$ cat src/rtl/colbyp_pkg.sv
package colbyp_pkg;
   // width of the full product for an n-bit by n-bit multiply
   function automatic int unsigned prod_width(input int unsigned n);
      return 2 * n;
   endfunction
endpackage

$ cat src/rtl/colbyp_cell.sv
module colbyp_cell (
   input  logic en,
   input  logic pp,
   input  logic s_in,
   input  logic c_in,
   output logic s_out,
   output logic c_out
);
   logic x_iso, c_iso, fa_s, fa_c;

   // operand isolation: a disabled column sees constant zero
   assign x_iso = pp & en;
   assign c_iso = c_in & en;

   assign fa_s = x_iso ^ s_in ^ c_iso;
   assign fa_c = (x_iso & s_in) | (x_iso & c_iso) | (s_in & c_iso);

   // sum-through multiplexer
   assign s_out = en ? fa_s : s_in;
   assign c_out = fa_c & en;
endmodule

$ cat src/rtl/colbyp_ripple.sv
module colbyp_ripple #(
   parameter int unsigned W = 3
) (
   input  logic [W-1:0] x,
   input  logic [W-1:0] y,
   output logic [W-1:0] s,
   output logic         co
);
   logic [W:0] c;
   assign c[0] = 1'b0;
   for (genvar k = 0; k < W; k++) begin : g_bit
      assign s[k]   = x[k] ^ y[k] ^ c[k];
      assign c[k+1] = (x[k] & y[k]) | (x[k] & c[k]) | (y[k] & c[k]);
   end
   assign co = c[W];
endmodule

$ cat src/rtl/colbyp_array.sv
module colbyp_array #(
   parameter int unsigned N = 4
) (
   input  logic [N-1:0]   a,
   input  logic [N-1:0]   b,
   output logic [2*N-1:0] p,
   output logic [N-2:0]   last_carry
);
   localparam int unsigned CW = N - 1;

   logic [N-1:0][N-1:0]  pp;   // pp[row j][column i] = a[i] & b[j]
   logic [N-1:1][CW-1:0] sm;
   logic [N-1:1][CW-1:0] cr;
   logic [CW-1:0]        fx, fy, fs;
   logic                 fco;

   for (genvar j = 0; j < N; j++) begin : g_pp
      assign pp[j] = a & {N{b[j]}};
   end

   for (genvar j = 1; j < N; j++) begin : g_row
      for (genvar i = 0; i < CW; i++) begin : g_col
         logic s_src, c_src;
         if (i == CW - 1) begin : g_edge
            assign s_src = pp[j-1][N-1];
         end else if (j == 1) begin : g_top
            assign s_src = pp[0][i+1];
         end else begin : g_mid
            assign s_src = sm[j-1][i+1];
         end
         if (j == 1) begin : g_c0
            assign c_src = 1'b0;
         end else begin : g_cn
            assign c_src = cr[j-1][i];
         end
         colbyp_cell u_cell (
            .en   (a[i]),
            .pp   (pp[j][i]),
            .s_in (s_src),
            .c_in (c_src),
            .s_out(sm[j][i]),
            .c_out(cr[j][i])
         );
      end
      assign p[j] = sm[j][0];
   end
   assign p[0] = pp[0][0];

   for (genvar k = 0; k < CW; k++) begin : g_fin
      if (k == CW - 1) begin : g_hi
         assign fx[k] = pp[N-1][N-1];
      end else begin : g_lo
         assign fx[k] = sm[N-1][k+1];
      end
      // mask: a bypassed column injects no carry into the final adder
      assign fy[k] = cr[N-1][k] & a[k];
   end

   colbyp_ripple #(.W(CW)) u_final (
      .x (fx),
      .y (fy),
      .s (fs),
      .co(fco)
   );

   assign p[2*N-2:N] = fs;
   assign p[2*N-1]   = fco;
   assign last_carry = cr[N-1];
endmodule

$ cat src/rtl/colbyp_mult.sv
module colbyp_mult #(
   parameter int unsigned N = 4
) (
   input  logic                                   clk,
   input  logic                                   rst_n,
   input  logic [N-1:0]                           a_in,
   input  logic [N-1:0]                           b_in,
   output logic [colbyp_pkg::prod_width(N)-1:0]   product,
   output logic [N-1:0]                           col_en
);
   localparam int unsigned PW = colbyp_pkg::prod_width(N);

   if (N < 2) begin : g_bad_n
      $error("colbyp_mult: N must be at least 2");
   end

   logic [PW-1:0] p_comb;
   logic [N-2:0]  tail_carry;

   colbyp_array #(.N(N)) u_array (
      .a         (a_in),
      .b         (b_in),
      .p         (p_comb),
      .last_carry(tail_carry)
   );

   always_ff @(posedge clk or negedge rst_n) begin
      if (!rst_n) begin
         product <= '0;
         col_en  <= '0;
      end else begin
         product <= p_comb;
         col_en  <= a_in;
      end
   end
endmodule

$ cat config.mk
export PLATFORM = sky130hd
export DESIGN_NAME = colbyp_mult
export DESIGN_NICKNAME = d
export VERILOG_FILES = /design/src/rtl/colbyp_pkg.sv /design/src/rtl/colbyp_cell.sv /design/src/rtl/colbyp_ripple.sv /design/src/rtl/colbyp_array.sv /design/src/rtl/colbyp_mult.sv
export SDC_FILE = /design/constraint.sdc
export NUM_CORES = 1
export LEC_CHECK = 0
export BUFFER_PORTS_ARGS = -buffer_cell sky130_fd_sc_hd__clkbuf_2
export CAP_MARGIN = 20
export CORE_MARGIN = 8
export CORE_UTILIZATION = 51
export CTS_BUF_LIST = sky130_fd_sc_hd__clkbuf_4 sky130_fd_sc_hd__clkbuf_8
export DETAILED_ROUTE_END_ITERATION = 8
export GPL_TIMING_DRIVEN = 0
export PLACE_DENSITY = 0.78
export RECOVER_POWER = 50
export REMOVE_ABC_BUFFERS = 1
export SYNTH_ARGS = -nofsm -noshare
export SYNTH_HDL_FRONTEND = slang
export SYNTH_SLANG_ARGS = --single-unit
$ cat constraint.sdc
create_clock -name clk -period 0.8 [get_ports clk]
set_input_delay 0.12 -clock clk [delete_from_list [all_inputs] [get_ports clk]]
set_output_delay 0.12 -clock clk [all_outputs]
set_load 0.01 [all_outputs]
* Yosys cells after proc, flatten, opt, wreduce, memory -nomap -nowiden
Cells that the tools add are included.
Cells by class: muxes and demuxes 9, bitwise gates (word level) 95
Operators by type and width (number):
- $and A1 B1 Y1 | 55
- $xor A1 B1 Y1 | 20
- $and A4 B4 Y4 | 4
- $or A1 B1 Y1 | 16
- $mux W1 | 9
Storage, ports and cells: bits in registers 12, input port bits 10, output and inout bits 12, word-level logic and storage cells 106

* Logic depth before layout (Yosys ltp)
Gate-level depths: netlist (run 1).
depth after elaboration 22, depth in mapped cells 13, depth with buffers taken out 12

* By module
From an unflattened synthesis (run 1), not the netlist that was laid out.
Second synthesis, totals: cells, all modules 87, area total of the unflattened synthesis 1027.2 sq um
Modules (own cells, without submodules):
- colbyp_cell | times used 9, cells each 5, area each 57.6 sq um, sequential area each 0.0 sq um
- colbyp_mult | times used 1, cells each 12, area each 300.3 sq um, sequential area each 300.3 sq um
- colbyp_array | times used 1, cells each 22, area each 137.6 sq um, sequential area each 0.0 sq um
- colbyp_ripple | times used 1, cells each 8, area each 71.3 sq um, sequential area each 0.0 sq um

* Least setup slack after synthesis (run 1)
No wires, ideal clock.
path kind input-to-reg, start point input port a_in[2], end point register product[6] in the netlist's numbering, setup time 0.114 ns, data arrival time 3.122 ns, required time 0.686 ns, setup slack -2.436 ns, stages on the path 13, buffers on the path 1, path through buf_2 > and2_1 > ha_1 > and2_1 > fa_1 > mux2_4 > fa_1 > mux2_2 > ha_1 > inv_1 > fa_1 > fa_1 > inv_1
On the way: longest elaborated chain between the ends 18, elaborated cells between the ends (all ways) 78, classes of those cells mux (6); bitwise (72)
RTL lines:
- start: declaration | line colbyp_mult.sv:6 | input logic [N-1:0] a_in,
- $and A4 B4 Y4 | line colbyp_array.sv:18 | assign pp[j] = a & {N{b[j]}};
- $and A1 B1 Y1, or another cell as far along | line colbyp_cell.sv:12 | assign x_iso = pp & en;
- $xor A1 B1 Y1, or another cell as far along | line colbyp_cell.sv:15 | assign fa_s = x_iso ^ s_in ^ c_iso;
- $mux W1, or another cell as far along | line colbyp_cell.sv:19 | assign s_out = en ? fa_s : s_in;
- $and A1 B1 Y1 / $or A1 B1 Y1 (equally long branches) | line colbyp_cell.sv:16 | assign fa_c = (x_iso & s_in) | (x_iso & c_iso) | (s_in & c_iso);
- $or A1 B1 Y1 | line colbyp_cell.sv:16
- $or A1 B1 Y1 / $and A1 B1 Y1 (equally long branches) | line colbyp_cell.sv:16, colbyp_cell.sv:20
- $and A1 B1 Y1, on equally long branches | line colbyp_cell.sv:20, colbyp_cell.sv:13
- [... 2 more ...]
- $or A1 B1 Y1 | line colbyp_cell.sv:16
- $or A1 B1 Y1 / $and A1 B1 Y1 (equally long branches) | line colbyp_cell.sv:16, colbyp_cell.sv:20
- $and A1 B1 Y1, on equally long branches | line colbyp_cell.sv:20, colbyp_array.sv:56
- $and A1 B1 Y1, on equally long branches | line colbyp_array.sv:56, colbyp_ripple.sv:13
- $and A1 B1 Y1 | line colbyp_ripple.sv:13 | assign c[k+1] = (x[k] & y[k]) | (x[k] & c[k]) | (y[k] & c[k]);
- $or A1 B1 Y1 (2 in series) | line colbyp_ripple.sv:13
- $xor A1 B1 Y1 * | line colbyp_ripple.sv:12 | assign s[k] = x[k] ^ y[k] ^ c[k];
- via p_comb[6] | line colbyp_mult.sv:17 | logic [PW-1:0] p_comb;
- end signal: assignment | line colbyp_mult.sv:32 | product <= p_comb;
- end: declaration | line colbyp_mult.sv:8 | output logic [colbyp_pkg::prod_width(N)-1:0] product,
The timed path passes the listed nets; every way through them passes the cells marked *.

* Worst setup path in the final report (run 1)
Same ends and word-level chain as after synthesis.

==> run summary, run 1 <==
Max-cap viol count -> 0
Critical Path Fanout Max -> 2
Cells after Synth -> 69
CTS Sinks -> 12
GRT Total Usage -> 11.9%
DR iter-0 viols -> 7
Drt pass-1 iters -> 5
Relative slew slack -> 74.1%
Vias in the first global route -> 647
Chip Height -> 55.5 um
First-pass GRT wire length -> 3000 um
Via Count -> 576
Most frequent cells in the layout -> clkbuf_2, dfrtp_1, and2_4, nand2_1
Setup_tns -> -9.59 ns
WP data arrival -> 3.04 ns
Post-synthesis sequential area ratio -> 37.7%
CTS tree -> yes
Final min period -> 2.88 ns
Die area -> 0.00308 mm2
Routed WL -> 1770 um
Row count -> 14
Initial antenna violation count -> 0
Overall power -> 1.56 mW
Number of vias per cell -> 5.01
Status -> finished with violations
Number of library cell types mapped by synthesis -> 20
Mapped Area -> 797 um2
Crit path kind -> in2reg
IO Pins -> 22
WL per Instance -> 15.4 um
GR Overflow Total -> 0
DP Worst Slack -> -2.66 ns
FMAX -> 347 MHz
Worst hold path class -> in2reg
Largest net degree at the start of global routing -> 14
Initial Util -> 53.5%
Core ar. -> 0.00149 mm2
Comb power frac -> 34.3%
Diodes inserted -> 0
Critical path data required time -> 0.96 ns
Psw -> 440 uW
Clock Power Share -> 22.4%
Longest Clk Path Bufs -> 2
RSZ-0062 raised after global routing -> true
Final hold vios -> 0
Die width -> 55.5 um
Residual DRC -> 0
Crit end category -> flip-flop
TritonCTS Buffers -> 3
Crit path launch type -> input pin
Layout cells sized above 1 -> 57.6%
Htree depth -> 1
IO Port Bufs -> 21
Sw frac -> 28.2%
Pwr per Cell Area -> 1330 mW/mm2
Post-DRT Antenna Nets -> 0
Failing checks -> negative setup slack
Syn avg cell area -> 11.6 um2
Internal power -> 1.12 mW
Synth warn -> 0
Nets -> 123
Worst slew pin tran -> 0.386 ns
Placer Congestion -> 0.800
# setup viols final -> 19
Final worst slack -> -2.08 ns
Final period utilization -> 360%
Seq cells post-synth -> 12
Seq pwr share -> 43.3%
Syn-to-layout area delta -> 47.4%
Leading cell type in the layout, fill and taps excluded -> clkbuf_2
VDD IR max -> 683 uV
DP HPWL -> 1150 um
Leakage -> 0.561 nW
Worst-path clk slew -> 0.07 ns
Slew Viols, Final -> 0
Clk root buf -> clkbuf_4
==> layer usage <==
| layer | up-vias | GRT usage (%) | wire, um |
|---|---|---|---|
| li1 | 279 | - | - |
| met1 | 277 | 13.6 | 707 |
| met2 | 18 | 21.0 | 961 |
| met3 | 2 | 2.74 | 96 |
| met4 | 0 | 4.23 | 8 |
| met5 | - | 0 | 0 |
==> logic make-up (layout without fill, tap and decap cells) <==
kind of cell	count (synthesis)	after routing	share of synthesized area (%)
AND/OR/NAND/NOR	27	27	19.8
adder cells (fa/ha/maj)	12	12	26.4
flip-flops	12	12	37.7
buffers and inverters	7	37	3.92
multiplexers	6	6	8.48
AO/OA/AOI/OAI	5	5	3.77
==> repair_timing <==
action / CTS / global route
hold endpoints to repair: 12 / 0
resized for setup: 35 / 8
endpoints found under the setup margin: 19 / 19
setup buffers: 8 / 0
hold buffers: 1 / 0
pin swaps: 16 / 4
==> path summary, 6_finish.rpt <==
check                      cells after the start  slack (ns)                    to     from
min                                            1        0.07   col_en[1]$_DFF_PN0_  a_in[1]
max                                           13       -2.08  product[6]$_DFF_PN0_  a_in[2]
min in group asynchronous                      2        0.26  product[2]$_DFF_PN0_    rst_n
max in group asynchronous                      2        0.32   col_en[2]$_DFF_PN0_    rst_n
==> synth_stat cells <==
library cell / instances / area (um2)
mux2i_1: 3 / 30.0
fa_1: 8 / 160
ha_1: 4 / 50.1
nand2_1: 8 / 30.0
mux2_4: 1 / 15.0
buf_2: 1 / 5.00
mux2_2: 2 / 22.5
buf_4: 1 / 7.51
a21oi_1: 2 / 10.0
and2_1: 13 / 81.3
clkbuf_1: 1 / 3.75
and2_4: 1 / 8.76
o21ai_0: 1 / 5.00
dfrtp_1: 12 / 300
nor2b_1: 2 / 12.5
inv_1: 4 / 15.0
and3b_2: 1 / 10.0
a211oi_1: 1 / 7.51
and2_2: 2 / 15.0
a21o_1: 1 / 7.51
==> critical path, cell delays in order <==
cell	delay, ns
clkbuf_16	0.12
and2_4	0.14
ha_4	0.15
and2_4	0.13
fa_1	0.44
mux2_4	0.28
fa_1	0.50
mux2_4	0.15
ha_4	0.13
inv_2	0.04
fa_2	0.33
fa_1	0.48
inv_1	0.03
==> registers in the layout (all words and copies together), names as in the netlist <==
signal / count
col_en: 4
product: 8
==> power groups by stage <==
stage / clock network, mW / registers (mW) / logic [mW]
2_1_floorplan: 0 / 0.725 / 0.170
3_3_place_gp: 0 / 0.688 / 0.347
3_5_place_dp: 0 / 0.689 / 0.364
4_1_cts: 0.359 / 0.677 / 0.516
5_1_grt: 0.391 / 0.680 / 0.595
6_report: 0.351 / 0.676 / 0.536
==> layout make-up <==
| type | instances | area [um2] |
|---|---|---|
| Timing Repair Buffer | 30 | 248 |
| Inverter | 4 | 15.0 |
| Fill cell | 88 | 314 |
| Tap cell | 16 | 20.0 |
| Clock buffer | 3 | 22.5 |
| Sequential cell | 12 | 300 |
| Multi-Input combinational cell | 50 | 569 |
==> through the flow <==
step | instance area [um2] | hold WS, ns | cells | utilization [%]
detailed placement | 906 | 0.0134 | 103 | 60.8
floorplan | 781 | -0.176 | 66 | -
global placement | 906 | 0.00557 | 103 | 60.8
finish | 1170 | 0.0749 | 115 | 78.9
global route | 1170 | 0.0647 | 115 | 78.9
CTS | 1170 | 0.0632 | 115 | 78.3
Note: power is estimated with default switching activity, not from simulation.
==> run 2: changes to the inputs <==
ABC_CLOCK_PERIOD_IN_PS = 800   (was default)
REMOVE_ABC_BUFFERS = default   (was 1)
==> run 2 against run 1 <==
Compared with the run above:
- the run still ends with negative setup slack left
- routed wire length decreased by 2.4%
- via count increased by 2.6%
- critical path depth increased by 1
- clock power is 34% higher
- worst setup slack got worse by 0.12 ns
- global-route usage rose by 0.081 points
- combinational power fell by 2%
- critical path type unchanged
==> run summary, run 2 (synthesis results as in run 1) <==
DR iter-0 viols -> 8
Nets -> 124
GR Overflow Total -> 0
Worst-path cell chain -> clkbuf_16 -> buf_8 -> and2_4 -> ha_4 -> and2_4 -> fa_1 -> mux2_4 -> fa_1 -> mux2_4 -> ha_4 -> inv_2 -> fa_2 -> fa_1 -> inv_1
Diodes inserted -> 0
Routed WL -> 1730 um
Row count -> 14
Critical Path Fanout Max -> 2
Number of vias per cell -> 5.05
Chip Height -> 55.5 um
IO Port Bufs -> 21
Failing checks -> negative setup slack
Reg with most FFs -> product
# setup viols final -> 19
VDD IR max -> 539 uV
Initial Util -> 53.5%
Leading cell type in the layout, fill and taps excluded -> clkbuf_2
Final worst slack -> -2.20 ns
Internal power -> 1.22 mW
Status -> finished with violations
Longest Clk Path Bufs -> 2
Post-DRT Antenna Nets -> 0
Clock Power Share -> 28.0%
CP top delay family -> adder cells
Dpl cells -> 106
Slew Viols, Final -> 0
Clk root buf -> clkbuf_4
Final hold vios -> 0
Critical path's slowest cell -> fa_1
GRT Total Usage -> 12.0%
Relative slew slack -> 73.8%
Top flop regs -> product x8, col_en x4
Most frequent CP cell -> fa_1
Comb power frac -> 31.4%
DP HPWL -> 1260 um
CTS Sinks -> 12
Drt pass-1 iters -> 3
Crit path launch type -> input pin
Core ar. -> 0.00149 mm2
Worst hold path class -> in2reg
Layout cells sized above 1 -> 57.4%
Worst-path clk slew -> 0.07 ns
Seq pwr share -> 40.6%
Vias in the first global route -> 665
Most frequent cells in the layout -> clkbuf_2, dfrtp_1, and2_1, and2_4, nand2_1
Final min period -> 3.00 ns
Worst slew pin tran -> 0.391 ns
Placer Congestion -> 0.756
Max FFs per register -> 8
WP data arrival -> 3.17 ns
CP bufs+invs -> 4
IO Pins -> 22
Pwr per Cell Area -> 1420 mW/mm2
Final period utilization -> 376%
Htree depth -> 1
Max-cap viol count -> 0
Die width -> 55.5 um
Syn-to-layout area delta -> 48.4%
DP Worst Slack -> -2.59 ns
Psw -> 459 uW
Largest net degree at the start of global routing -> 13
Critical path data required time -> 0.96 ns
RSZ-0062 raised after global routing -> true
Post-Layout Cell Count -> 117
Crit end category -> flip-flop
First-pass GRT wire length -> 2990 um
Sw frac -> 27.4%
FMAX -> 333 MHz
Crit-path max cell delay -> 0.51 ns
Die area -> 0.00308 mm2
CTS tree -> yes
Setup_tns -> -10.47 ns
Via Count -> 591
Leakage -> 0.569 nW
TritonCTS Buffers -> 3
Initial antenna violation count -> 0
Post-synth net total -> 91
Crit path kind -> in2reg
WL per Instance -> 14.8 um
Residual DRC -> 0
## run 2: stage by stage
| stage | power, mW | area (um2) | util [%] | hold WS [ns] |
|---|---|---|---|---|
| 3_3_place_gp | 1.11 | 1020 | 68.7 | 0.00340 |
| 2_1_floorplan | 0.974 | 897 | - | -0.176 |
| 5_1_grt | 1.78 | 1180 | 79.4 | 0.0421 |
| 3_5_place_dp | 1.13 | 1020 | 68.7 | 0.0134 |
| 4_1_cts | 1.69 | 1180 | 79.2 | 0.0391 |
| 6_report | 1.67 | 1180 | 79.4 | 0.0472 |
## run 2: what timing repair did
item / in CTS / in global routing
setup buffers: 5 / 0
pin swaps: 8 / 4
hold buffers: 2 / 0
hold endpoints to repair: 13 / 0
cloned: 0 / 0
resized for setup: 12 / 3
setup endpoints to repair: 19 / 19
## run 2: cell type report
type                       instances  area [um2]
multi-input combinational         50         568
fill                              92         307
sequential                        12         300
timing repair buffer              28         191
buffer                             3        51.3
clock buffer                       4        36.3
tap                               16        20.0
inverter                           4        15.0
## run 2: layer usage
metal  vias up  GRT usage (%)  part of all wire, %
li1        285              -                    -
met1       284           12.6                   39
met2        18           20.7                   54
met3         4           3.20                  4.4
met4         0           7.39                  2.1
met5         -              0                    0
## run 2: final timing paths
kind                         start  cells after the start  slack, ns              endpoint
max in group asynchronous    rst_n                      2       0.32  product[5]$_DFF_PN0_
min in group asynchronous    rst_n                      2       0.25   col_en[1]$_DFF_PN0_
min                        a_in[3]                      1       0.05   col_en[3]$_DFF_PN0_
max                        a_in[2]                     14      -2.20  product[6]$_DFF_PN0_
## run 2: power groups by stage
stage	Clock, mW	Combinational [mW]	Sequential [mW]
2_1_floorplan	0	0.249	0.726
3_3_place_gp	0	0.422	0.688
3_5_place_dp	0	0.443	0.692
4_1_cts	0.479	0.528	0.679
5_1_grt	0.515	0.583	0.684
6_report	0.469	0.526	0.679
==> run 3: changes to the inputs <==
ABC_AREA = 1   (was default)
==> run 3 against run 2 <==
Compared with the run above:
- the flow still finishes with violations (negative setup slack)
- critical path depth up 4
- critical path type unchanged
- worst hold slack better by 0.0026 ns
- combinational power up 4.0%
- largest power group unchanged
==> run summary, run 3 <==
Status -> finished with violations
Failing checks -> negative setup slack
Vias in the first global route -> 810
Layout cells sized above 1 -> 50.7%
Critical path's slowest cell -> fa_2
Post-synth net total -> 121
Area fraction of the dominant cell type after synthesis -> 35.8%
Final period utilization -> 347%
Setup_tns -> -9.32 ns
Syn-to-layout area delta -> 42.5%
Post-synth top cells -> nand2_1, inv_1, dfrtp_1
Residual DRC -> 0
Most frequent CP cell -> inv_2
CP top delay family -> adder cells
Synth Flop Type -> dfrtp_1
Critical path endpoint -> product[6]$_DFF_PN0_
CP Depth -> 18
FMAX -> 360 MHz
Leading cell type in the layout, fill and taps excluded -> nand2_1
Top flop regs -> product x8, col_en x4
DR iter-0 viols -> 5
Reg with most FFs -> product
CTS tree -> yes
Relative slew slack -> 71.3%
Worst slew pin tran -> 0.430 ns
Seq cells post-synth -> 12
TritonCTS Buffers -> 3
Diodes inserted -> 0
DP Worst Slack -> -2.37 ns
Htree depth -> 1
# setup viols final -> 19
WL per Instance -> 13.5 um
Nets -> 158
Placer Congestion -> 0.823
Crit path launch type -> input pin
Synth warn -> 0
Crit-path max cell delay -> 0.53 ns
Crit end category -> flip-flop
Critical Path Fanout Max -> 2
Max-cap viol count -> 0
Pwr per Cell Area -> 1320 mW/mm2
Yosys top cell by area -> dfrtp_1
Crit path kind -> in2reg
Ranking of synthesized cells by area -> dfrtp_1, fa_1, nand2_1
Initial Util -> 55.1%
Row count -> 14
Busiest metal layer after global routing -> met2
Dpl cells -> 136
Met1 Use GR -> 14.4%
Number of vias per cell -> 4.97
Chip Height -> 56.6 um
First-pass GRT wire length -> 3500 um
Drt pass-1 iters -> 4
Post-DRT Antenna Nets -> 0
# fillers -> 112
IO Pins -> 22
Largest net degree at the start of global routing -> 13
Cells after Synth -> 99
Overall power -> 1.58 mW
IO Port Bufs -> 21
Core ar. -> 0.00152 mm2
CP startpoint -> a_in[2]
Number of synthesized flops with an enable pin -> 0
Worst-path clk slew -> 0.06 ns
Clk root buf -> clkbuf_4
WHS Path Cells -> 1
RSZ-0062 raised after global routing -> true
GRT Total Usage -> 13.8%
Count leader, synth -> nand2_1
Slew Viols, Final -> 0
Most frequent cells in the layout -> nand2_1, clkbuf_2, inv_1, dfrtp_1, inv_2
GR met2 Demand/Resource -> 22.7%
DP HPWL -> 1400 um
Via Count -> 745
Worst hold path class -> in2reg
Worst-path cell chain -> buf_8 -> buf_8 -> nand2_4 -> inv_4 -> ha_4 -> nand2_2 -> inv_2 -> fa_1 -> nand2_1 -> o21ai_2 -> fa_1 -> nand2_1 -> nand2_2 -> ha_4 -> inv_2 -> fa_2 -> fa_2 -> inv_2
Final worst slack -> -1.98 ns
Max FFs per register -> 8
Ys async rst share -> 100%
Syn avg cell area -> 8.48 um2
Initial antenna violation count -> 0
CP bufs+invs -> 6
GR Overflow Total -> 0
Number of library cell types mapped by synthesis -> 15
Post-synthesis sequential area ratio -> 35.8%
Longest Clk Path Bufs -> 2
Final min period -> 2.78 ns
Die width -> 56.6 um
VDD IR max -> 657 uV
WP data arrival -> 2.94 ns
GRT met3 Usage -> 3.60%
Mapped Area -> 840 um2
Routed WL -> 2030 um
Post-Layout Cell Count -> 150
Critical path data required time -> 0.97 ns
CTS Sinks -> 12
Final hold vios -> 0
Die area -> 0.00320 mm2
Leakage -> 0.692 nW
==> run 3: cell types whose count changed after synthesis, moves of 3 or more <==
cell     delta
nand2_1    +28
mux2i_1     -3
nand3_1     +3
and2_1     -12
inv_1      +19
==> run 3: what timing repair did <==
action,CTS,global route
resized for setup,9,18
hold buffers,2,1
cloned,0,0
pin swaps,13,8
setup endpoints to repair,18,18
endpoints found under the hold margin,13,1
setup buffers,7,1
==> run 3: logic make-up (layout without fill, tap and decap cells) <==
| logic type | count (synthesis) | count (layout) | synth area share [%] |
|---|---|---|---|
| AOI/OAI and AO/OA | 4 | 4 | 3.28 |
| adders and majority gates | 12 | 12 | 25.0 |
| buffers and inverters | 27 | 62 | 14.2 |
| DFF | 12 | 12 | 35.8 |
| and+or+nand+nor | 44 | 44 | 21.8 |
==> run 3: cell type report <==
class / count / area (um2) / area share (%)
buffer: 3 / 33.8 / 2.82
clock buffer: 3 / 22.5 / 1.88
inverter: 24 / 95.1 / 7.95
multi-input combinational: 60 / 513 / 42.9
sequential: 12 / 300 / 25.1
tap: 16 / 20.0 / 1.67
timing repair buffer: 32 / 211 / 17.7
==> run 3: how the worst min path moves through the flow <==
stage                  from                    to  slack, ns
global placement      rst_n  product[6]$_DFF_PN0_      0.005
floorplan             rst_n   col_en[0]$_DFF_PN0_      -0.18
detailed placement    rst_n  product[6]$_DFF_PN0_       0.01
CTS                 a_in[1]   col_en[1]$_DFF_PN0_     0.0002
global route        a_in[3]   col_en[3]$_DFF_PN0_       0.04
finish              a_in[3]   col_en[3]$_DFF_PN0_       0.05
==> run 3: metal layers <==
layer,part of all wire [%],vias up
li1,-,357
met1,40,359
met2,52,22
met3,5.1,7
met4,3.1,0
met5,0,-
==> run 3: report_power, final <==
group / internal (mW) / total, mW / switching [mW]
logic: 0.248 / 0.547 / 0.300
clock network: 0.174 / 0.355 / 0.180
registers: 0.662 / 0.675 / 0.0126
total: 1.08 / 1.58 / 0.493
==> run 3: stage by stage <==
stage / util [%] / area [um2] / hold WS, ns
3_3_place_gp: 67.1 / 1020 / 0.00487
5_1_grt: 78.5 / 1200 / 0.0397
2_1_floorplan: - / 897 / -0.176
4_1_cts: 76.1 / 1160 / 0.000194
6_report: 78.5 / 1200 / 0.0498
3_5_place_dp: 67.1 / 1020 / 0.0100
